--- src/rtl/dwalu_pkg.sv ---
package dwalu_pkg;

   typedef enum logic [2:0] {
      OP_ADC = 3'd0,
      OP_CMP = 3'd1,
      OP_EOR = 3'd2,
      OP_DEC = 3'd3,
      OP_ROL = 3'd4,
      OP_ROR = 3'd5,
      OP_XCH = 3'd6,
      OP_NOP = 3'd7
   } alu_op_e;

   // bit 3 N, bit 2 Z, bit 1 C, bit 0 V
   typedef struct packed {
      logic n;
      logic z;
      logic c;
      logic v;
   } alu_flags_t;

endpackage

--- src/rtl/dwalu_adder.sv ---
// Add / subtract core with carry out and signed overflow at either width.
module dwalu_adder #(
   parameter int W = 16
) (
   input  logic [W-1:0] a_i,
   input  logic [W-1:0] b_i,
   input  logic         cin_i,
   input  logic         sub_i,
   input  logic         narrow_i,
   output logic [W-1:0] sum_o,
   output logic         cout_o,
   output logic         ovf_o
);
   localparam int H = W / 2;

   logic [W-1:0] b_eff;
   logic [W:0]   wide_sum;
   logic [H:0]   half_sum;
   logic         wide_ovf;
   logic         half_ovf;

   // subtraction is a + ~b + 1: carry out means no borrow
   assign b_eff    = sub_i ? ~b_i : b_i;
   assign wide_sum = {1'b0, a_i} + {1'b0, b_eff} + {{W{1'b0}}, cin_i};
   assign half_sum = {1'b0, a_i[H-1:0]} + {1'b0, b_eff[H-1:0]} + {{H{1'b0}}, cin_i};

   assign wide_ovf = (a_i[W-1] == b_eff[W-1]) && (wide_sum[W-1] != a_i[W-1]);
   assign half_ovf = (a_i[H-1] == b_eff[H-1]) && (half_sum[H-1] != a_i[H-1]);

   always_comb begin
      if (narrow_i) begin
         sum_o  = {a_i[W-1:H], half_sum[H-1:0]};
         cout_o = half_sum[H];
         ovf_o  = half_ovf;
      end else begin
         sum_o  = wide_sum[W-1:0];
         cout_o = wide_sum[W];
         ovf_o  = wide_ovf;
      end
   end
endmodule

--- src/rtl/dwalu_rmw.sv ---
// Read-modify-write unit: decrement and rotates through carry.
module dwalu_rmw #(
   parameter int W = 16
) (
   input  logic [W-1:0]      src_i,
   input  logic              cin_i,
   input  logic              narrow_i,
   input  dwalu_pkg::alu_op_e op_i,
   output logic [W-1:0]      res_o,
   output logic              cout_o
);
   import dwalu_pkg::*;
   localparam int H = W / 2;

   logic [W-1:0] wide_res;
   logic [H-1:0] half_res;
   logic         wide_c;
   logic         half_c;

   always_comb begin
      wide_res = src_i;
      half_res = src_i[H-1:0];
      wide_c   = cin_i;
      half_c   = cin_i;
      unique case (op_i)
         OP_DEC: begin
            wide_res = src_i - W'(1);
            half_res = src_i[H-1:0] - H'(1);
         end
         OP_ROL: begin
            wide_res = {src_i[W-2:0], cin_i};
            wide_c   = src_i[W-1];
            half_res = {src_i[H-2:0], cin_i};
            half_c   = src_i[H-1];
         end
         OP_ROR: begin
            wide_res = {cin_i, src_i[W-1:1]};
            wide_c   = src_i[0];
            half_res = {cin_i, src_i[H-1:1]};
            half_c   = src_i[0];
         end
         default: ;
      endcase
   end

   assign res_o  = narrow_i ? {src_i[W-1:H], half_res} : wide_res;
   assign cout_o = narrow_i ? half_c : wide_c;
endmodule

--- src/rtl/dwalu_nz.sv ---
// Zero / negative detection at the active width.
module dwalu_nz #(
   parameter int W = 16
) (
   input  logic [W-1:0] val_i,
   input  logic         narrow_i,
   output logic         n_o,
   output logic         z_o
);
   localparam int H = W / 2;

   assign n_o = narrow_i ? val_i[H-1] : val_i[W-1];
   assign z_o = narrow_i ? (val_i[H-1:0] == '0) : (val_i == '0);
endmodule

--- src/rtl/dual_width_alu.sv ---
module dual_width_alu #(
   parameter int W = 16
) (
   input  logic         clk,
   input  logic         rst_n,
   input  logic         valid_in,
   input  logic [2:0]   op_in,
   input  logic         narrow_in,
   input  logic         to_mem_in,
   input  logic [W-1:0] acc_in,
   input  logic [W-1:0] mem_in,
   input  logic [3:0]   flags_in,
   output logic         valid_out,
   output logic [W-1:0] acc_out,
   output logic [W-1:0] mem_out,
   output logic         mem_we_out,
   output logic [3:0]   flags_out
);
   import dwalu_pkg::*;
   localparam int H = W / 2;

   if ((W % 2) != 0 || W < 4) begin : g_bad_width
      $error("dual_width_alu: W must be even and at least 4");
   end

   alu_op_e    op;
   alu_flags_t fin;
   assign op  = alu_op_e'(op_in);
   assign fin = alu_flags_t'(flags_in);

   logic rmw_op, mem_tgt, is_cmp;
   assign rmw_op  = (op == OP_DEC) || (op == OP_ROL) || (op == OP_ROR);
   assign mem_tgt = rmw_op && to_mem_in;
   assign is_cmp  = (op == OP_CMP);

   // add / compare
   logic [W-1:0] add_res;
   logic         add_c, add_v;
   dwalu_adder #(.W(W)) u_adder (
      .a_i(acc_in), .b_i(mem_in), .cin_i(is_cmp ? 1'b1 : fin.c),
      .sub_i(is_cmp), .narrow_i(narrow_in),
      .sum_o(add_res), .cout_o(add_c), .ovf_o(add_v)
   );

   // decrement / rotates
   logic [W-1:0] rmw_src, rmw_res;
   logic         rmw_c;
   assign rmw_src = mem_tgt ? mem_in : acc_in;
   dwalu_rmw #(.W(W)) u_rmw (
      .src_i(rmw_src), .cin_i(fin.c), .narrow_i(narrow_in), .op_i(op),
      .res_o(rmw_res), .cout_o(rmw_c)
   );

   // exclusive OR and exchange
   logic [W-1:0] xor_res, xch_res;
   assign xor_res = narrow_in ? {acc_in[W-1:H], acc_in[H-1:0] ^ mem_in[H-1:0]}
                              : (acc_in ^ mem_in);
   assign xch_res = {acc_in[H-1:0], acc_in[W-1:H]};

   logic [W-1:0] nz_src;
   logic         nz_n, nz_z;
   always_comb begin
      unique case (op)
         OP_ADC, OP_CMP: nz_src = add_res;
         OP_EOR:         nz_src = xor_res;
         default:        nz_src = rmw_res;
      endcase
   end
   dwalu_nz #(.W(W)) u_nz (
      .val_i(nz_src), .narrow_i(narrow_in), .n_o(nz_n), .z_o(nz_z)
   );

   logic [W-1:0] acc_nx, mem_nx;
   alu_flags_t   fl_nx;
   always_comb begin
      acc_nx = acc_in;
      mem_nx = mem_in;
      fl_nx  = fin;
      unique case (op)
         OP_ADC: begin
            acc_nx = add_res;
            fl_nx  = '{n: nz_n, z: nz_z, c: add_c, v: add_v};
         end
         OP_CMP: fl_nx = '{n: nz_n, z: nz_z, c: add_c, v: fin.v};
         OP_EOR: begin
            acc_nx  = xor_res;
            fl_nx.n = nz_n;
            fl_nx.z = nz_z;
         end
         OP_DEC, OP_ROL, OP_ROR: begin
            if (mem_tgt) mem_nx = rmw_res;
            else         acc_nx = rmw_res;
            fl_nx.n = nz_n;
            fl_nx.z = nz_z;
            fl_nx.c = rmw_c;
         end
         OP_XCH:  acc_nx = xch_res;
         default: ;
      endcase
   end

   always_ff @(posedge clk) begin
      if (!rst_n) begin
         valid_out  <= 1'b0;
         acc_out    <= '0;
         mem_out    <= '0;
         mem_we_out <= 1'b0;
         flags_out  <= '0;
      end else begin
         valid_out <= valid_in;
         if (valid_in) begin
            acc_out    <= acc_nx;
            mem_out    <= mem_nx;
            mem_we_out <= mem_tgt;
            flags_out  <= fl_nx;
         end else begin
            mem_we_out <= 1'b0;
         end
      end
   end

   // outputs hold without a strobe
   a_r2_hold: assert property (@(posedge clk) disable iff (!rst_n)
      !valid_in |=> ($stable(acc_out) && $stable(flags_out) && !valid_out));
   // narrow accumulator ops keep the upper byte
   a_r4_keep_high: assert property (@(posedge clk) disable iff (!rst_n)
      (valid_in && narrow_in && op_in != 3'd6) |=> acc_out[W-1:H] == $past(acc_in[W-1:H]));
   // compare does not alter the accumulator
   a_r6_cmp_acc: assert property (@(posedge clk) disable iff (!rst_n)
      (valid_in && op_in == 3'd1) |=> acc_out == $past(acc_in));
   // exchange swaps halves
   a_r10_swap: assert property (@(posedge clk) disable iff (!rst_n)
      (valid_in && op_in == 3'd6) |=>
         (acc_out[W-1:H] == $past(acc_in[H-1:0]) && acc_out[H-1:0] == $past(acc_in[W-1:H])
          && flags_out == $past(flags_in)));
   // overflow flag untouched except by add
   a_r11_no_overflow: assert property (@(posedge clk) disable iff (!rst_n)
      (valid_in && op_in != 3'd0) |=> flags_out[0] == $past(flags_in[0]));
   // write enable only alongside a valid result
   a_r12_we_valid: assert property (@(posedge clk) disable iff (!rst_n)
      mem_we_out |-> valid_out);
   // memory-targeted ops leave the accumulator alone
   a_r12_mem_acc: assert property (@(posedge clk) disable iff (!rst_n)
      (valid_in && to_mem_in && op_in >= 3'd3 && op_in <= 3'd5) |=> acc_out == $past(acc_in));
endmodule

--- config.mk ---
export PLATFORM = sky130hd
export DESIGN_NAME = dual_width_alu
export DESIGN_NICKNAME = d
export VERILOG_FILES = /design/src/rtl/dwalu_pkg.sv /design/src/rtl/dwalu_adder.sv /design/src/rtl/dwalu_rmw.sv /design/src/rtl/dwalu_nz.sv /design/src/rtl/dual_width_alu.sv
export SDC_FILE = /design/constraint.sdc
export NUM_CORES = 1
export LEC_CHECK = 0
export BUFFER_PORTS_ARGS = -buffer_cell sky130_fd_sc_hd__buf_2
export CAP_MARGIN = 20
export CELL_PAD_IN_SITES_DETAIL_PLACEMENT = 1
export CELL_PAD_IN_SITES_GLOBAL_PLACEMENT = 1
export CORE_ASPECT_RATIO = 2
export CORE_UTILIZATION = 43
export CTS_BUF_LIST = sky130_fd_sc_hd__clkbuf_4 sky130_fd_sc_hd__clkbuf_8
export DETAILED_ROUTE_END_ITERATION = 6
export PLACE_DENSITY_LB_ADDON = 0.1
export SLEW_MARGIN = 10
export SYNTH_ARGS = -nofsm -noshare
export SYNTH_HDL_FRONTEND = slang
export SYNTH_SLANG_ARGS = --single-unit
--- constraint.sdc ---
create_clock -name clk -period 6.5 [get_ports clk]
set_clock_uncertainty 0.15 [all_clocks]
set_input_delay 0.65 -clock clk [delete_from_list [all_inputs] [get_ports clk]]
set_output_delay 0.65 -clock clk [all_outputs]
set_load 0.005 [all_outputs]
Word level (Yosys, flattened, before mapping). Index checks and enable logic that the tools add are counted.

Memory bits (read-only): 0. Memories: 0. Bits in registers: 38. Input bits: 44. Memory bits (writable): 0. Latch bits: 0.

Bitwise gates (word level): 3. Equal/unequal tests: 10. Reductions and logical operators: 12. $add $sub $neg: 6. Magnitude comparators: 0. Divide/modulo/power cells: 0. Multipliers: 0. Shift-type cells: 0. Muxes and demuxes: 23.

Operators by type and width (number): 16-bit 2-to-1 mux (8); 16-bit one-hot mux with 4 select lines (1); 16-bit one-hot mux with 3 select lines (1); 16-bit one-hot mux with 2 select lines (1); 8-bit one-hot mux with 3 select lines (1); 16-bit by 16-bit adder with 17-bit output (1); 17-bit by 1-bit adder with 17-bit output (1); 16-bit logical NOT (1); 16-bit NOT (1); 16-bit by 1-bit subtractor with 16-bit output (second input constant) (1); 16-bit XOR (1); 8-bit by 8-bit adder with 9-bit output (1); 9-bit by 1-bit adder with 9-bit output (1); 3-bit equality test (second input constant) (3); 8-bit logical NOT (1); 8-bit by 1-bit subtractor with 8-bit output (second input constant) (1); 8-bit XOR (1); 1-bit 2-to-1 mux (7); 3-bit by 2-bit equality test with 1-bit output (second input constant) (2); 1-bit one-hot mux with 2 select lines (3); 6-bit OR reduction (1); 3-bit by 1-bit equality test with 1-bit output (second input constant) (1); 1-bit logical AND (3); 3-bit logical NOT (1); other kinds (7) (10).

Longest topological paths before layout.
Depth after elaboration: 12. Mapped depth: 19. Gate-level depth less buffers: 16.

Hierarchy. From an unflattened synthesis, not the netlist that was laid out.

Cell total of the unflattened synthesis: 731. Area, all modules: 5295.1 sq um.

By module, submodules not included: dual_width_alu (sequential area each 760.7 sq um, cells an instance 421, instances 1, area an instance 3131.8 sq um); dwalu_adder (sequential area each 0.0 sq um, cells an instance 147, instances 1, area an instance 1071.0 sq um); dwalu_rmw (sequential area each 0.0 sq um, cells an instance 155, instances 1, area an instance 1037.2 sq um); dwalu_nz (sequential area each 0.0 sq um, cells an instance 8, instances 1, area an instance 55.1 sq um).

Least setup slack after synthesis. No wires, ideal clock.

Path kind: input to register. Start point: input op_in[2]. End point: register flags_out[2]. Data required time: 6.271 ns. Library setup time: 0.079 ns. Stages: 19. Path buffers: 3. Data arrival time: 5.302 ns. Slack: 0.969 ns. Path through: clkbuf_1 -> or2_2 -> clkbuf_1 -> nor2_1 -> clkbuf_1 -> xor2_1 -> fa_1 -> inv_1 -> fa_1 -> nor2b_1 -> o2111ai_1 -> a311oi_1 -> nor2_1 -> xor2_1 -> o21ai_0 -> a2111oi_0 -> o2111ai_1 -> or4_1 -> a211oi_2.

Cells in the longest elaborated chain, start to end: 12. Elaborated cells between the ends (all ways): 29. Classes of those cells: add/sub (6); eq/ne (5); mux (10); reduce/logical (8).

RTL lines: start: declaration (RTL line dual_width_alu.sv:7) `input logic [2:0] op_in,`; branches (longest 11 deep; another with 16-bit by 16-bit adder with 17-bit output); 2-bit 2-to-1 mux * (RTL line dual_width_alu.sv:79) `unique case (op)`; end signal: assignment (RTL line dual_width_alu.sv:115) `flags_out <= fl_nx;`; end: declaration (RTL line dual_width_alu.sv:17) `output logic [3:0] flags_out`.

Mark *: on every way between the ends. A chain may end at the register's enable or synchronous reset.

Worst setup path in the final report. Ends and elaborated chain as after synthesis.

==> metrics.yaml <==
run_status:
  status: "finished clean"
place:
  routabilityCongestion: 1.03
  port_buffers: 81
  dp_hpwl_um: 18800
  pre_cts_ws_ps: 1050
setup_path:
  rr_worst_depth: 2
  cp-start-kind: "input pin"
  arrival_ps: 5280
  r2r-start: "acc_out[15]"
  worstReg2RegEnd: "acc_out[15]"
  rrSetupSlack_ps: 5390
  critPathKind: "in2reg"
  critPathCaptureType: "flop"
  crit_path_max_fanout: 23
  cp.required_ps: 6580
clock_tree:
  cts_inserted_buffers: 5
  cts_sinks: 38
  htreeDepth: 2
  clk_path_buf_depth: 2
  cts_resized: 0
  hold_buffers: 0
  clockRootBuffer: "clkbuf_8"
  clock_latency_ps: 300
  cts_tree: "yes"
  cts_setup_buffers: 0
  path_clk_slew_ps: 80
power_and_ir_drop:
  peakVddDrop_v: 0.000227
  p_leak_nw: 2.25
  powerDensity_nw_per_um2: 177
floorplan:
  fp.dieW_um: 78.2
  io_pins: 82
  fp.coreArea_um2: 11300
  die_y_um: 154
  placementRows: 55
  start_util_pct: 44.3
  dieArea_um2: 12100
flow_run:
  maxCapViolCount: 0
detailed_routing:
  first_pass_iters: 5
  drc_errors: 0
  wl_um: 24500
  drt_iter0_markers: 437
  viasPerCell: 6.93
  vias: 6255
  postRouteAntennaNets: 0
  wl_per_cell_um: 27.1
cells_and_area:
  nFillCells: 1530
  syn_to_final_growth_pct: 11.5
  layout.nets: 821
  drive_gt1_share_pct: 16.4
  finish.utilization_pct: 49.4
  n_antenna_cell: 0
logic_synthesis:
  synth.net_count: 777
  syn_area_per_cell_um2: 6.99
  netlist_area_um2: 4990
  synth_edf_count: 0
  ys_types: 80
  yosys_warnings: 0
  synthArstFlopShare_pct: 0
  ys_ff_latch: 38
  synthCells: 715
  synth_top_flop_cell: "dfxtp_1"
  ys_seq_area_share_pct: 15.2
global_routing:
  grt_max_degree: 46
  grt_antenna_before_repair: 1
  first_global_vias: 6269
  grt_pass1_wl_um: 36900
  grt_use_total_pct: 40.9
  grt-ovfl-total: 0
sta:
  fin_tns_setup_ps: 0
  rsz0062_at_grt: "false"
  fin_hold_ws_ps: 312
  setup_viol: 0
  tightest_slew_ps: 1100
  min_period_over_period_pct: 80.1
  timing.fmax_mhz: 192
  setup_slack_ps: 1300
  fin_crit_ps: 5200
  drv_slew: 0
  slew_headroom_pct: 26.5
  final_hold_viol_count: 0
worst_hold_path:
  hold_path_startpoint: "acc_out[10]"
  min_to: "acc_out[10]"
  min_path_cells: 2
  min_path_type: "reg2reg"
==> per-layer routing <==
| metal | vias up | wire length (um) | share of wire, % | global-route usage (%) |
|---|---|---|---|---|
| met5 | - | 12 | 0.049 | 0 |
| met3 | 119 | 1730 | 7.1 | 4.01 |
| met1 | 3020 | 8640 | 35 | 45.2 |
| li1 | 2754 | - | - | - |
| met2 | 360 | 11900 | 49 | 69.4 |
| met4 | 2 | 2200 | 9.0 | 33.8 |
==> cell families after synthesis <==
kind of cell	after synthesis	share of synthesized area, %
compound gates	263	35.8
simple gates	254	24.6
buf+inv	71	5.71
xor+xnor	47	8.24
flops	38	15.2
mux	24	5.59
fa+ha+maj	18	4.81
==> how the worst max path moves through the flow <==
stage | cells after the start | end | startpoint
floorplan | 19 | flags_out[2] | op_in[2]
global placement | 17 | flags_out[2] | op_in[2]
detailed placement | 17 | flags_out[2] | op_in[2]
CTS | 17 | flags_out[2] | op_in[2]
global route | 17 | flags_out[2] | op_in[2]
finish | 17 | flags_out[2] | op_in[2]
==> placed cells by master, fill, tap and decap left out, types with 6 or more instances in the layout <==
master	Yosys	final
nor2_1	85	84
buf_2	2	81
nand2_1	78	78
a21oi_1	60	60
o21ai_0	51	51
dfxtp_1	38	38
xor2_1	28	28
o211ai_1	22	22
a211oi_1	20	20
xnor2_1	19	19
mux2i_1	18	18
ha_1	16	16
inv_1	15	15
and2_1	14	14
nor3_1	14	14
o21ai_1	11	11
a31oi_1	11	11
nand3_1	10	10
buf_4	0	10
nor2b_1	8	8
nand4_1	8	8
o221ai_1	8	8
a311oi_1	8	8
nand2b_1	7	7
a21o_1	6	6
o31ai_1	6	6
==> metrics by stage <==
| step | cell area (um2) | power [mW] | std cells |
|---|---|---|---|
| after global routing | 5570 | 1.03 | 902 |
| after CTS | 5570 | 0.978 | 902 |
| final | 5570 | 0.987 | 902 |
| after floorplan | 4990 | 0.562 | 715 |
| after detailed placement | 5430 | 0.727 | 894 |
| after global placement | 5430 | 0.711 | 894 |
==> state kept, by name, indices dropped and copies added (netlist names) <==
| signal | cells |
|---|---|
| valid_out | 1 |
| acc_out | 16 |
| mem_out | 16 |
| flags_out | 4 |
| mem_we_out | 1 |
==> synthesized netlist by cell type, types with 3 or more instances <==
cell,n,share of area [%]
and2_1,14,1.8
nor3b_1,3,0.45
xor2_1,28,4.9
nand4_1,8,1.0
nor4_1,4,0.50
or3_1,5,0.63
a21oi_1,60,6.0
o211ai_1,22,3.3
o31ai_1,6,0.90
a311oi_1,8,1.4
a41oi_1,3,0.53
a21o_1,6,0.90
o21a_1,3,0.45
o21ai_0,51,5.1
a211oi_1,20,3.0
dfxtp_1,38,15
ha_1,16,4.0
a31oi_1,11,1.4
nor3_1,14,1.4
xnor2_1,19,3.3
a221o_1,4,0.80
nor2b_1,8,1.0
buf_1,5,0.38
nand3_1,10,1.0
a221oi_1,5,0.88
o22ai_1,4,0.50
clkbuf_1,44,3.3
inv_1,15,1.1
o21ai_1,11,1.1
nand2b_1,7,0.88
o221ai_1,8,1.4
or4_1,3,0.45
nor2_1,85,6.4
mux2i_1,18,3.6
o211ai_2,3,0.75
o2111ai_1,5,0.88
nand2_1,78,5.9
a22oi_1,4,0.60
==> report_power, final <==
part / leakage (nW) / internal, mW / total, mW / switching [mW]
Combinational: 1.86 / 0.162 / 0.478 / 0.315
Sequential: 0.314 / 0.251 / 0.259 / 0.00859
Clock: 0.0683 / 0.154 / 0.250 / 0.0964
==> worst max-delay path: stages <==
cell and delay [ps]:
buf_2 230, or2_2 460, nor2_2 150, buf_4 300, xor2_1 240, inv_1 90
fa_1 430, nor2b_1 210, o2111ai_1 160, a311oi_1 480, o21ai_0 210, xor2_1 230
nor2_1 50, a2111oi_0 420, o2111ai_1 150, or4_1 590, a211oi_2 190
==> final cells by class <==
| class | count | area [um2] | share of cell area (%) |
|---|---|---|---|
| clock buffer | 5 | 68.8 | 1.24 |
| multi-input combinational | 606 | 3950 | 70.9 |
| inverter | 17 | 63.8 | 1.15 |
| sequential | 38 | 761 | 13.7 |
| tap | 142 | 178 | 3.19 |
| clock inverter | 3 | 68.8 | 1.24 |
| timing repair buffer | 91 | 480 | 8.62 |
No activity file was read; power rests on OpenSTA's default activity.
